### config.mk
export PLATFORM = sky130hd
export DESIGN_NAME = dma_chan_engine
export DESIGN_NICKNAME = d
export VERILOG_FILES = /design/src/rtl/dma_chan_pkg.sv /design/src/rtl/dma_addr_step.sv /design/src/rtl/dma_xfer_count.sv /design/src/rtl/dma_unit_buf.sv /design/src/rtl/dma_chan_engine.sv
export SDC_FILE = /design/constraint.sdc
export NUM_CORES = 1
export LEC_CHECK = 0
export ABC_CLOCK_PERIOD_IN_PS = 6100
export BUFFER_PORTS_ARGS = -buffer_cell sky130_fd_sc_hd__buf_2
export CORE_MARGIN = 2
export CORE_UTILIZATION = 55
export CTS_BUF_LIST = sky130_fd_sc_hd__clkbuf_2 sky130_fd_sc_hd__clkbuf_4 sky130_fd_sc_hd__clkbuf_8
export DETAILED_ROUTE_END_ITERATION = 16
export GPL_TIMING_DRIVEN = 0
export MAX_ROUTING_LAYER = met4
export PLACE_DENSITY = 0.76
export SKIP_CTS_REPAIR_TIMING = 1
export SLEW_MARGIN = 20
export SYNTH_ARGS = -nofsm -noshare
export SYNTH_HDL_FRONTEND = slang
export SYNTH_SLANG_ARGS = --single-unit
### constraint.sdc
create_clock -name clk -period 6.1 [get_ports clk]
set_clock_uncertainty 0.1 [all_clocks]
set_input_delay 1.22 -clock clk [delete_from_list [all_inputs] [get_ports clk]]
set_output_delay 1.22 -clock clk [all_outputs]
set_load 0.005 [all_outputs]
### src/rtl/dma_chan_pkg.sv
package dma_chan_pkg;

  typedef enum logic [1:0] {
    AM_HOLD = 2'd0,
    AM_UP   = 2'd1,
    AM_DOWN = 2'd2,
    AM_RSVD = 2'd3
  } addr_mode_e;

  typedef enum logic [1:0] {
    UNIT_1  = 2'd0,
    UNIT_2  = 2'd1,
    UNIT_4  = 2'd2,
    UNIT_16 = 2'd3
  } unit_e;

  typedef enum logic [1:0] {
    ST_IDLE,
    ST_RD,
    ST_WR,
    ST_REL
  } state_e;

  typedef struct packed {
    addr_mode_e src_mode;
    addr_mode_e dst_mode;
    unit_e      unit;
    logic       burst;
    logic       irq_en;
  } cfg_t;

  function automatic logic [4:0] unit_bytes(unit_e u);
    case (u)
      UNIT_1:  return 5'd1;
      UNIT_2:  return 5'd2;
      UNIT_4:  return 5'd4;
      default: return 5'd16;
    endcase
  endfunction

endpackage

### src/rtl/dma_addr_step.sv
module dma_addr_step
  import dma_chan_pkg::*;
#(
  parameter int AW = 32
) (
  input  logic [AW-1:0] cur_i,
  input  addr_mode_e    mode_i,
  input  unit_e         unit_i,
  output logic [AW-1:0] next_o
);

  logic [AW-1:0] step;

  assign step = AW'(unit_bytes(unit_i));

  always_comb begin
    case (mode_i)
      AM_UP:   next_o = cur_i + step;
      AM_DOWN: next_o = cur_i - step;
      default: next_o = cur_i;
    endcase
  end

endmodule

### src/rtl/dma_xfer_count.sv
module dma_xfer_count #(
  parameter int CNT_W = 24
) (
  input  logic             clk,
  input  logic             rst,
  input  logic             load_i,
  input  logic [CNT_W-1:0] load_val_i,
  input  logic             dec_i,
  output logic             last_o
);

  logic [CNT_W-1:0] cnt_q;

  // zero wraps to all ones on the first decrement: 2^CNT_W transfers
  always_ff @(posedge clk) begin
    if (rst)         cnt_q <= '0;
    else if (load_i) cnt_q <= load_val_i;
    else if (dec_i)  cnt_q <= cnt_q - 1'b1;
  end

  assign last_o = (cnt_q == CNT_W'(1));

endmodule

### src/rtl/dma_unit_buf.sv
module dma_unit_buf #(
  parameter int DW    = 32,
  parameter int DEPTH = 4,
  localparam int IW   = (DEPTH > 1) ? $clog2(DEPTH) : 1
) (
  input  logic          clk,
  input  logic          we_i,
  input  logic [IW-1:0] waddr_i,
  input  logic [DW-1:0] wdata_i,
  input  logic [IW-1:0] raddr_i,
  output logic [DW-1:0] rdata_o
);

  // small unit store, no reset so it maps to distributed RAM
  logic [DW-1:0] mem_q [DEPTH];

  always_ff @(posedge clk) begin
    if (we_i) mem_q[waddr_i] <= wdata_i;
  end

  assign rdata_o = mem_q[raddr_i];

endmodule

### src/rtl/dma_chan_engine.sv
module dma_chan_engine
  import dma_chan_pkg::*;
#(
  parameter int AW    = 32,
  parameter int CNT_W = 24,
  parameter int DW    = 32
) (
  input  logic             clk,
  input  logic             rst,
  input  logic             load_i,
  input  logic [AW-1:0]    src_addr_i,
  input  logic [AW-1:0]    dst_addr_i,
  input  logic [CNT_W-1:0] count_i,
  input  logic [1:0]       src_mode_i,
  input  logic [1:0]       dst_mode_i,
  input  logic [1:0]       unit_i,
  input  logic             burst_i,
  input  logic             irq_en_i,
  input  logic             enable_i,
  input  logic             end_clr_i,
  input  logic             grant_i,
  output logic             bus_req_o,
  output logic             mem_valid_o,
  output logic             mem_write_o,
  output logic [AW-1:0]    mem_addr_o,
  output logic [1:0]       mem_size_o,
  output logic [DW-1:0]    mem_wdata_o,
  input  logic             mem_ready_i,
  input  logic [DW-1:0]    mem_rdata_i,
  output logic             end_flag_o,
  output logic             irq_o
);

  localparam int BEAT_BYTES = DW / 8;
  localparam int SZ_BEAT    = $clog2(BEAT_BYTES);
  localparam int MAX_BEATS  = 16 / BEAT_BYTES;
  localparam int BW         = (MAX_BEATS > 1) ? $clog2(MAX_BEATS) : 1;

  state_e        state_q;
  cfg_t          cfg_q;
  logic [BW-1:0] beat_q;
  logic          end_q;
  logic          irq_q;
  logic [AW-1:0] addr_q  [2];
  logic [AW-1:0] addr_nx [2];
  addr_mode_e    mode_sel [2];

  logic hs;
  logic last_beat;
  logic unit_done;
  logic cnt_last;
  logic idle_load;

  assign idle_load = load_i && (state_q == ST_IDLE);
  assign hs        = mem_valid_o && mem_ready_i;
  assign last_beat = (cfg_q.unit == UNIT_16) ? (beat_q == BW'(MAX_BEATS - 1))
                                             : (beat_q == '0);
  assign unit_done = (state_q == ST_WR) && hs && last_beat;

  // index 0 steps the source, index 1 the destination
  assign mode_sel[0] = cfg_q.src_mode;
  assign mode_sel[1] = cfg_q.dst_mode;

  for (genvar g = 0; g < 2; g++) begin : g_step
    dma_addr_step #(.AW(AW)) u_step (
      .cur_i  (addr_q[g]),
      .mode_i (mode_sel[g]),
      .unit_i (cfg_q.unit),
      .next_o (addr_nx[g])
    );
  end

  dma_xfer_count #(.CNT_W(CNT_W)) u_count (
    .clk        (clk),
    .rst        (rst),
    .load_i     (idle_load),
    .load_val_i (count_i),
    .dec_i      (unit_done),
    .last_o     (cnt_last)
  );

  dma_unit_buf #(.DW(DW), .DEPTH(MAX_BEATS)) u_buf (
    .clk     (clk),
    .we_i    ((state_q == ST_RD) && hs),
    .waddr_i (beat_q),
    .wdata_i (mem_rdata_i),
    .raddr_i (beat_q),
    .rdata_o (mem_wdata_o)
  );

  always_ff @(posedge clk) begin
    if (rst) begin
      state_q   <= ST_IDLE;
      cfg_q     <= '0;
      beat_q    <= '0;
      end_q     <= 1'b0;
      irq_q     <= 1'b0;
      addr_q[0] <= '0;
      addr_q[1] <= '0;
    end else begin
      if (idle_load) begin
        addr_q[0]      <= src_addr_i;
        addr_q[1]      <= dst_addr_i;
        cfg_q.src_mode <= addr_mode_e'(src_mode_i);
        cfg_q.dst_mode <= addr_mode_e'(dst_mode_i);
        cfg_q.unit     <= unit_e'(unit_i);
        cfg_q.burst    <= burst_i;
        cfg_q.irq_en   <= irq_en_i;
      end
      if (end_clr_i) begin
        end_q <= 1'b0;
        irq_q <= 1'b0;
      end
      case (state_q)
        ST_IDLE: begin
          if (enable_i && !end_q && grant_i) begin
            state_q <= ST_RD;
            beat_q  <= '0;
          end
        end
        ST_RD: begin
          if (hs) begin
            if (last_beat) begin
              state_q <= ST_WR;
              beat_q  <= '0;
            end else begin
              beat_q <= beat_q + 1'b1;
            end
          end
        end
        ST_WR: begin
          if (hs) begin
            if (!last_beat) begin
              beat_q <= beat_q + 1'b1;
            end else begin
              beat_q    <= '0;
              addr_q[0] <= addr_nx[0];
              addr_q[1] <= addr_nx[1];
              if (cnt_last) begin
                end_q   <= 1'b1;
                irq_q   <= cfg_q.irq_en;
                state_q <= ST_IDLE;
              end else if (cfg_q.burst) begin
                state_q <= enable_i ? ST_RD : ST_IDLE;
              end else begin
                state_q <= ST_REL;
              end
            end
          end
        end
        default: state_q <= ST_IDLE;
      endcase
    end
  end

  assign mem_valid_o = (state_q == ST_RD) || (state_q == ST_WR);
  assign mem_write_o = (state_q == ST_WR);
  assign mem_addr_o  = ((state_q == ST_WR) ? addr_q[1] : addr_q[0])
                     + (AW'(beat_q) << SZ_BEAT);
  assign mem_size_o  = (cfg_q.unit == UNIT_16) ? 2'(SZ_BEAT) : 2'(cfg_q.unit);
  assign bus_req_o   = mem_valid_o || ((state_q == ST_IDLE) && enable_i && !end_q);
  assign end_flag_o  = end_q;
  assign irq_o       = irq_q;

endmodule

==> results of run 1 <==
-- path summary, 6_finish.rpt --
kind	depth (start not counted)	slack, ns	end
min	2	0.36	cfg_q[4]$_SDFFE_PP0P_
min reg2reg	2	0.36	cfg_q[4]$_SDFFE_PP0P_
max reg2reg	14	2.18	addr_q[0][62]$_DFFE_PP_
max	15	0.22	mem_addr_o[19]
-- layer usage --
layer / wire (microns) / global-route usage / vias to the layer above
li1: - / - / 5205
met1: 15100 / 0.361 / 5190
met2: 16800 / 0.440 / 405
met3: 2200 / 0.0386 / 85
met4: 1360 / 0.114 / 0
met5: 0 / - / -
-- layout make-up --
cell class	count	share of cell area
clock buffers	49	0.0384
well taps	324	0.0252
multi-input cells	931	0.423
flip-flops and latches	232	0.408
plain buffers	52	0.0145
repair buffers	210	0.0718
clock inverters	21	0.0123
diodes	1	0.000155
inverters	30	0.00700
-- power by group --
group | internal (mW) | switching, mW | total, mW
registers | 1.92 | 0.175 | 2.09
logic | 0.698 | 1.03 | 1.72
clock network | 0.809 | 0.656 | 1.46
-- Yosys cell counts, types with 13 or more instances --
master	count	area, sq um
edfxtp_1	192	5770
nand2_1	142	533
a21oi_1	89	445
nor2_1	84	315
o21ai_0	84	420
ha_1	78	976
xnor2_1	53	464
xor2_1	50	438
dfxtp_1	40	801
a21o_1	32	240
clkbuf_1	32	120
mux4_2	32	721
inv_1	30	113
nand3_1	27	135
a211oi_1	22	165
nor2b_1	20	125
nor3_1	16	80.1
buf_2	14	70.1
mux2i_1	14	140
a22o_1	13	114
-- logic make-up after synthesis --
logic type / after synthesis / share of synthesized area
and+or+nand+nor: 370 / 0.131
AOI/OAI and AO/OA: 324 / 0.153
DFF: 232 / 0.480
xor gates and xnor gates: 103 / 0.0660
buffers and inverters: 84 / 0.0252
adders and majority gates: 81 / 0.0758
muxes: 53 / 0.0687
-- state kept, by name, summed over array words and instances (netlist names), named ones only --
signal,count
addr_q,64
beat_q,2
cfg_q,8
end_flag_o,1
irq_o,1
state_q,2
u_buf.mem_q,128
u_count.cnt_q,24
-- through the flow --
step	worst slack [ns]	setup TNS, ns	utilization	area [sq um]
after floorplan	1.04	0	-	13700
final	0.221	0	0.660	16100
after global placement	-0.240	-0.862	0.619	15100
after global routing	0.0204	0	0.660	16100
after detailed placement	-0.221	-0.839	0.626	15300
after CTS	-0.840	-14.34	0.659	16100
-- critical path, cell delays in order (launching register included) --
cell and delay (ns):
dfxtp_1 0.34, inv_1 0.11, ha_2 0.31, buf_2 0.31, buf_8 0.26, clkbuf_4 0.31
mux2_2 0.39, ha_1 0.28, a21oi_1 0.05, or2_2 0.27, clkbuf_1 0.19, nor2_1 0.25
nand2_1 0.17, nor3_1 0.31, xnor2_1 0.24, buf_2 0.19
==> run metrics, run 1 <==
CP required=4.78 ns; Initial Util=0.561; Crit. Startpoint=state_q[0]$_SDFFE_PP0P_; All-Layer GR Usage=0.277; Layout Cells excl Fill=1850; remaining antenna violation count after routing=0; synth unique cells=74; core area=24400 sq um; CTS Buffer Depth=3; P per Cell Area=328 nW/um^2; placed cells=1781; Placer Congestion=0.931; Seq. cell area=6570 sq um; FILL cells=1961; Async SR Flop Fraction=0; vias per inst=5.88; Slew Limit Fails=0; register area share after synthesis=0.480; total CTS buffers=40; fmax=170 MHz; TritonCTS clock tree=done; reg2reg start=cfg_q[3]$_SDFFE_PP0P_; first-pass GRT wire length=54.9 mm; Synth Register Bits=232; CP Capture Type=primary output; multi-input logic area=6810 sq um; DRT Wirelength=35.5 mm; full die area=26100 sq um; outcome=finished clean; Wirelength per Cell=19.2 microns; largest net degree at the start of global routing=30; FP Rows=57; Starting DRT DRC Count=929; Post-Synthesis Net Count=1463; crit path DAT=4.56 ns; port bufs=204; root buffer cell=clkbuf_8; post-DP HPWL=26.8 mm; Max H-tree Level=2; Post-synth EDFFs=192; number of synthesis warnings=0; io pins=206; leakage=6.32 nW; hold_ws=0.358 ns; Slew HR=0.430; DR pass1 iterations=5; actual slew at the worst max-slew pin=0.851 ns; syn avg cell area=11.0 sq um; die width=162 microns; vias in the first global route=10.5k; crit-path max FO=28; # DRC=0; Reg clk slew, reported paths=0.06 ns; most frequent cells in the layout=216 x buf_2, 192 x edfxtp_1, 142 x nand2_1, 89 x a21oi_1, 83 x nor2_1; Gate Count Post-Synth=1247; via count=10.9k; initial antenna violation count=1; worst-skew pair later-pin latency=0.58 ns; Die H=162 microns; period utilisation layout=0.964; CP startpoint kind=flop; Synth Cell Area=13700 sq um; Crit Path Class=flop to primary output; Worst Hold Class=flop to flop; Hold Path Origin=cfg_q[4]$_SDFFE_PP0P_; total gr overflow=0; layout cells sized above 1=0.243; Area growth syn-to-layout=17.7%; final hold violations=0; commonest non-fill, non-tap cell in the layout=buf_2; final setup vio count=0; dominant synthesized flop cell=edfxtp_1; Max-Cap Viols=0; Clock Sinks=232; fin crit period=5.88 ns; nets=1713; VDD IR max=0.170 mV; Tot Pwr=5.28 mW; RSZ-0062 raised after global routing=false
No activity file was read; power rests on OpenSTA's default activity.
==> run 2: changes to the inputs <==
BUFFER_PORTS_ARGS = -buffer_cell sky130_fd_sc_hd__clkbuf_2   (was -buffer_cell sky130_fd_sc_hd__buf_2)
==> run 2 against run 1 <==
- sequential power barely moved
- hold slack improved by 0.0033 ns
- final cell count unchanged
- critical path depth grew 1
- worst setup slack got worse by 0.0072 ns
- sequential share of layout area is essentially flat
- combinational power barely moved
- first-iteration DRC count fell by 14%
- core utilization is essentially flat
- sequential cell count unchanged
- routed wire length is 0.55% higher
- global-route usage increased by 0.49 points
- critical endpoint is now mem_addr_o[26]
- largest cell class unchanged
- highest routed layer unchanged
==> run metrics, run 2 (synthesis results as in run 1) <==
vias in the first global route=10.5k; Area growth syn-to-layout=17.8%; dpl cell area=15300 sq um; Worst Hold Class=flop to flop; Clock Sinks=232; CTS Buffer Depth=3; Largest regs=u_buf.mem_q x128, addr_q x64, u_count.cnt_q x24; outcome=finished clean; Fin Setup TNS=0 ns; leakage=6.36 nW; CP Capture Type=primary output; final core occ=0.660; TritonCTS clock tree=done; P per Cell Area=329 nW/um^2; CP startpoint kind=flop; Finished Cell Area=16100 sq um; Placer Congestion=0.902; Reg clk slew, reported paths=0.05 ns; actual slew at the worst max-slew pin=0.834 ns; root buffer cell=clkbuf_8; hold_ws=0.362 ns; largest net degree at the start of global routing=28; core area=24400 sq um; DRT Wirelength=35.7 mm; M3 GR Usage=0.0383; Reg2Reg Depth=14; Die H=162 microns; met2 Use GR=0.459; CP required=4.78 ns; most frequent cells in the layout=205 x clkbuf_2, 192 x edfxtp_1, 142 x nand2_1, 89 x a21oi_1, 84 x nor2_1; Initial Util=0.561; total CTS buffers=40; vias per inst=5.90; nets=1712; io pins=206; number of flip-flops in the largest register=128; port bufs=204; total gr overflow=0; crit-path max FO=37; fin crit period=5.89 ns; die width=162 microns; Wirelength per Cell=19.3 microns; RSZ-0062 raised after global routing=false; FP Rows=57; fmax=170 MHz; via count=10.9k; initial antenna violation count=2; VDD IR max=0.215 mV; full die area=26100 sq um; post-DP HPWL=27.3 mm; Starting DRT DRC Count=803; commonest non-fill, non-tap cell in the layout=clkbuf_2; crit path DAT=4.57 ns; Max H-tree Level=2; first-pass GRT wire length=55.8 mm; hold depth=2; period utilisation layout=0.965; Max-Cap Viols=0; met1 usage=0.365; DR pass1 iterations=5; Slew HR=0.444; largest register by flop count=u_buf.mem_q; Crit Path Class=flop to primary output; final hold violations=0; Slew Limit Fails=0; GRT busiest layer=met2; remaining antenna violation count after routing=0; worst-skew pair later-pin latency=0.57 ns; layout cells sized above 1=0.246; # DRC=0; All-Layer GR Usage=0.282; final setup vio count=0
[run 2: final timing paths]
kind                      startpoint  slack [ns]                       to
max          state_q[0]$_SDFFE_PP0P_        0.21           mem_addr_o[26]
min            cfg_q[6]$_SDFFE_PP0P_        0.36    cfg_q[6]$_SDFFE_PP0P_
max reg2reg    cfg_q[3]$_SDFFE_PP0P_        2.08  addr_q[0][62]$_DFFE_PP_
min reg2reg    cfg_q[6]$_SDFFE_PP0P_        0.36    cfg_q[6]$_SDFFE_PP0P_
[run 2: through the flow]
step / setup WS [ns] / cells / total power [mW]
final: 0.214 / 1850 / 5.29
after global routing: 0.0117 / 1849 / 5.58
after CTS: -0.780 / 1850 / 5.30
after detailed placement: -0.188 / 1781 / 3.82
after global placement: -0.220 / 1775 / 3.76
after floorplan: 1.04 / 1247 / 3.27
[run 2: where the power goes]
group          internal [mW]  switching, mW  leakage (nW)  total, mW
sequential              1.92          0.175          2.18       2.09
combinational          0.694           1.03          3.74       1.72
clock                  0.818          0.655         0.441       1.47
total                   3.43           1.86          6.36       5.29
[run 2: worst max-delay path, stage by stage (launching register included)]
cell and delay [ns]:
dfxtp_1 0.34, inv_1 0.11, ha_1 0.38, buf_2 0.33, buf_6 0.34, clkbuf_2 0.34
mux2_2 0.39, ha_1 0.21, fa_1 0.41, nand2b_1 0.23, nor2_1 0.13, nand2_1 0.20
nor2_1 0.13, nand2_1 0.10, xor2_1 0.15, mux2i_1 0.10, clkbuf_2 0.12
[run 2: layout make-up]
cell class,instances,area (sq um)
Clock buffer,62,734
Tap cell,324,405
Fill cell,1932,8290
Clock inverter,7,87.6
Buffer,51,223
Multi-Input combinational cell,931,6800
Sequential cell,232,6570
Antenna cell,3,7.51
Timing Repair Buffer,210,1160
Inverter,30,113
[run 2: layer usage]
metal / vias up / wire length (microns) / share of wire
met5: - / 0 / 0
met4: 0 / 1100 / 0.031
met3: 78 / 2280 / 0.064
met2: 422 / 17300 / 0.48
met1: 5206 / 15000 / 0.42
li1: 5205 / - / -
==> run 3: changes to the inputs <==
ABC_CLOCK_PERIOD_IN_PS = 5600   (was 6100)
SYNTH_HIERARCHICAL = 1   (was not set)
clock period = 5.6 ns   (was 6.1 ns; I/O delays follow)
==> run 3 against run 2 <==
- first-iteration DRC count is 34% higher
- sequential cell count is 2 lower
- combinational power is 61% higher
- final cell count is 11% higher
- clock power is 7% higher
- global-route usage is 0.39 points higher
- die area is 12% higher
==> run metrics, run 3 <==
Fin Setup TNS=0 ns; CP startpoint kind=flop; Crit Path Class=flop to primary output; largest net degree at the start of global routing=35; Reg clk slew, reported paths=0.06 ns; Initial Util=0.555; Synth Cell Area=15300 sq um; Slew HR=0.448; syn avg cell area=10.9 sq um; Post-Synthesis Net Count=1614; outcome=finished clean; crit path DAT=4.11 ns; DRT Wirelength=40.9 mm; Starting DRT DRC Count=1078; Max H-tree Level=2; port bufs=205; Tot Pwr=6.77 mW; dpl cell area=16900 sq um; DR pass1 iterations=5; period utilisation layout=0.952; worst-skew pair later-pin latency=0.56 ns; Int Power=4.11 mW; post-DP HPWL=30.8 mm; leakage=6.95 nW; largest register by flop count=u_buf/mem_q; register area share after synthesis=0.426; # DRC=0; vias per inst=6.12; total CTS buffers=39; commonest non-fill, non-tap cell in the layout=clkbuf_2; All-Layer GR Usage=0.286; layout cells sized above 1=0.259; Combinational Power Share=0.409; area leader, netlist=edfxtp_1; Area growth syn-to-layout=15.8%; crit-path max FO=10; TritonCTS clock tree=done; final hold violations=0; Finished Cell Area=17700 sq um; most frequent cells in the layout=209 x clkbuf_2, 192 x edfxtp_1, 137 x nand2_1, 77 x a21oi_1, 75 x o21ai_0; hold_ws=0.358 ns; CTS Buffer Depth=3; initial antenna violation count=1; post-synth top area share=0.377; CP required=4.38 ns; Post-synth EDFFs=192; fin crit period=5.33 ns; Psw=2.66 mW; core area=27600 sq um; clock share of power=0.231; Async SR Flop Fraction=0; nets=1867; die width=171 microns; final setup vio count=0; Sw Share=0.393; Placer Congestion=0.952; Slew Limit Fails=0; synth unique cells=111; VDD IR max=0.190 mV; Worst Hold Class=flop to flop; Synth area leaders=edfxtp_1 38%, ha_1 6.2%, dfxtp_1 5.0%; remaining antenna violation count after routing=0; most common cell in the netlist=edfxtp_1; io pins=206; via count=12.6k; P per Cell Area=382 nW/um^2; total gr overflow=0; Die H=171 microns; Synth top cells by count=192 x edfxtp_1, 137 x nand2_1, 77 x a21oi_1; actual slew at the worst max-slew pin=0.825 ns; Seq pwr share=0.360; fmax=188 MHz; full die area=29200 sq um; RSZ-0062 raised after global routing=false; number of flip-flops in the largest register=128; FP Rows=61; Clock Sinks=230; number of synthesis warnings=6; Synth Register Bits=230; Largest regs=u_buf/mem_q x128, addr_q x64, u_count/cnt_q x24; first-pass GRT wire length=63.3 mm; Wirelength per Cell=20.0 microns; vias in the first global route=11.9k; Gate Count Post-Synth=1400; CP Capture Type=primary output; dominant synthesized flop cell=edfxtp_1; Max-Cap Viols=0; root buffer cell=clkbuf_8
-- run 3: cell count changes in the layout (fill, tap and decap cells not counted), moves of 11 or more --
cell	delta
a22o_1	+53
buf_4	+13
nand4_1	+14
clkbuf_4	-15
a311oi_1	+11
xor2_1	-17
buf_6	+17
a21oi_1	-12
-- run 3: stage by stage --
step	utilization	instances	setup WS, ns
detailed placement	0.614	1990	0.601
CTS	0.643	2051	-0.0450
floorplan	-	1400	1.32
global placement	0.610	1983	-0.530
finish	0.643	2052	0.269
global route	0.643	2052	0.0777
-- run 3: logic make-up after synthesis --
logic type / count (synthesis) / share of synthesized area
mux: 67 / 0.0714
compound gates: 410 / 0.194
buf+inv: 107 / 0.0437
flops: 230 / 0.426
fa+ha+maj: 79 / 0.0661
xor+xnor: 79 / 0.0452
simple gates: 428 / 0.153
-- run 3: cell type report --
type	instances	area, sq um
diodes	1	2.50
flip-flops and latches	230	6530
inverters	34	128
well taps	378	473
clock buffers	43	567
fillers	2226	9840
multi-input cells	1063	8130
plain buffers	72	538
clock inverters	18	213
repair buffers	213	1140
-- run 3: worst paths after layout --
path	end	depth (start not counted)	slack, ns	start
max reg2reg	addr_q[0][29]$_DFFE_PP_	11	1.68	cfg_q[6]$_SDFFE_PP0P_
max	mem_addr_o[22]	15	0.27	state_q[0]$_SDFFE_PP0P_
min	cfg_q[6]$_SDFFE_PP0P_	2	0.36	cfg_q[6]$_SDFFE_PP0P_
min reg2reg	cfg_q[6]$_SDFFE_PP0P_	2	0.36	cfg_q[6]$_SDFFE_PP0P_
-- run 3: power groups by stage --
| stage | clock (mW) | sequential, mW | combinational [mW] |
|---|---|---|---|
| 2_1_floorplan | 0 | 2.33 | 1.98 |
| 3_3_place_gp | 0 | 2.46 | 2.65 |
| 3_5_place_dp | 0 | 2.46 | 2.71 |
| 4_1_cts | 1.60 | 2.42 | 2.73 |
| 5_1_grt | 1.66 | 2.46 | 3.04 |
| 6_report | 1.57 | 2.44 | 2.77 |
-- run 3: per-layer routing --
layer  up-vias  part of all wire  track usage  routed length [microns]
met5         -                 0            -                        0
met4         0             0.035       0.0976                     1440
met3        94             0.067       0.0423                     2750
met2       485              0.46        0.446                    19000
met1      6069              0.43        0.384                    17700
li1       5917                 -            -                        -
-- run 3: worst max-delay path, stage by stage, from the launching register on --
cell,delay [ns]
dfxtp_1,0.34
inv_1,0.12
ha_1,0.28
buf_6,0.18
buf_8,0.15
buf_4,0.20
buf_2,0.29
mux2_2,0.22
inv_1,0.05
fa_1,0.52
a211oi_4,0.23
buf_4,0.19
nand4_4,0.19
nor3b_2,0.25
xnor2_1,0.17
clkbuf_2,0.15
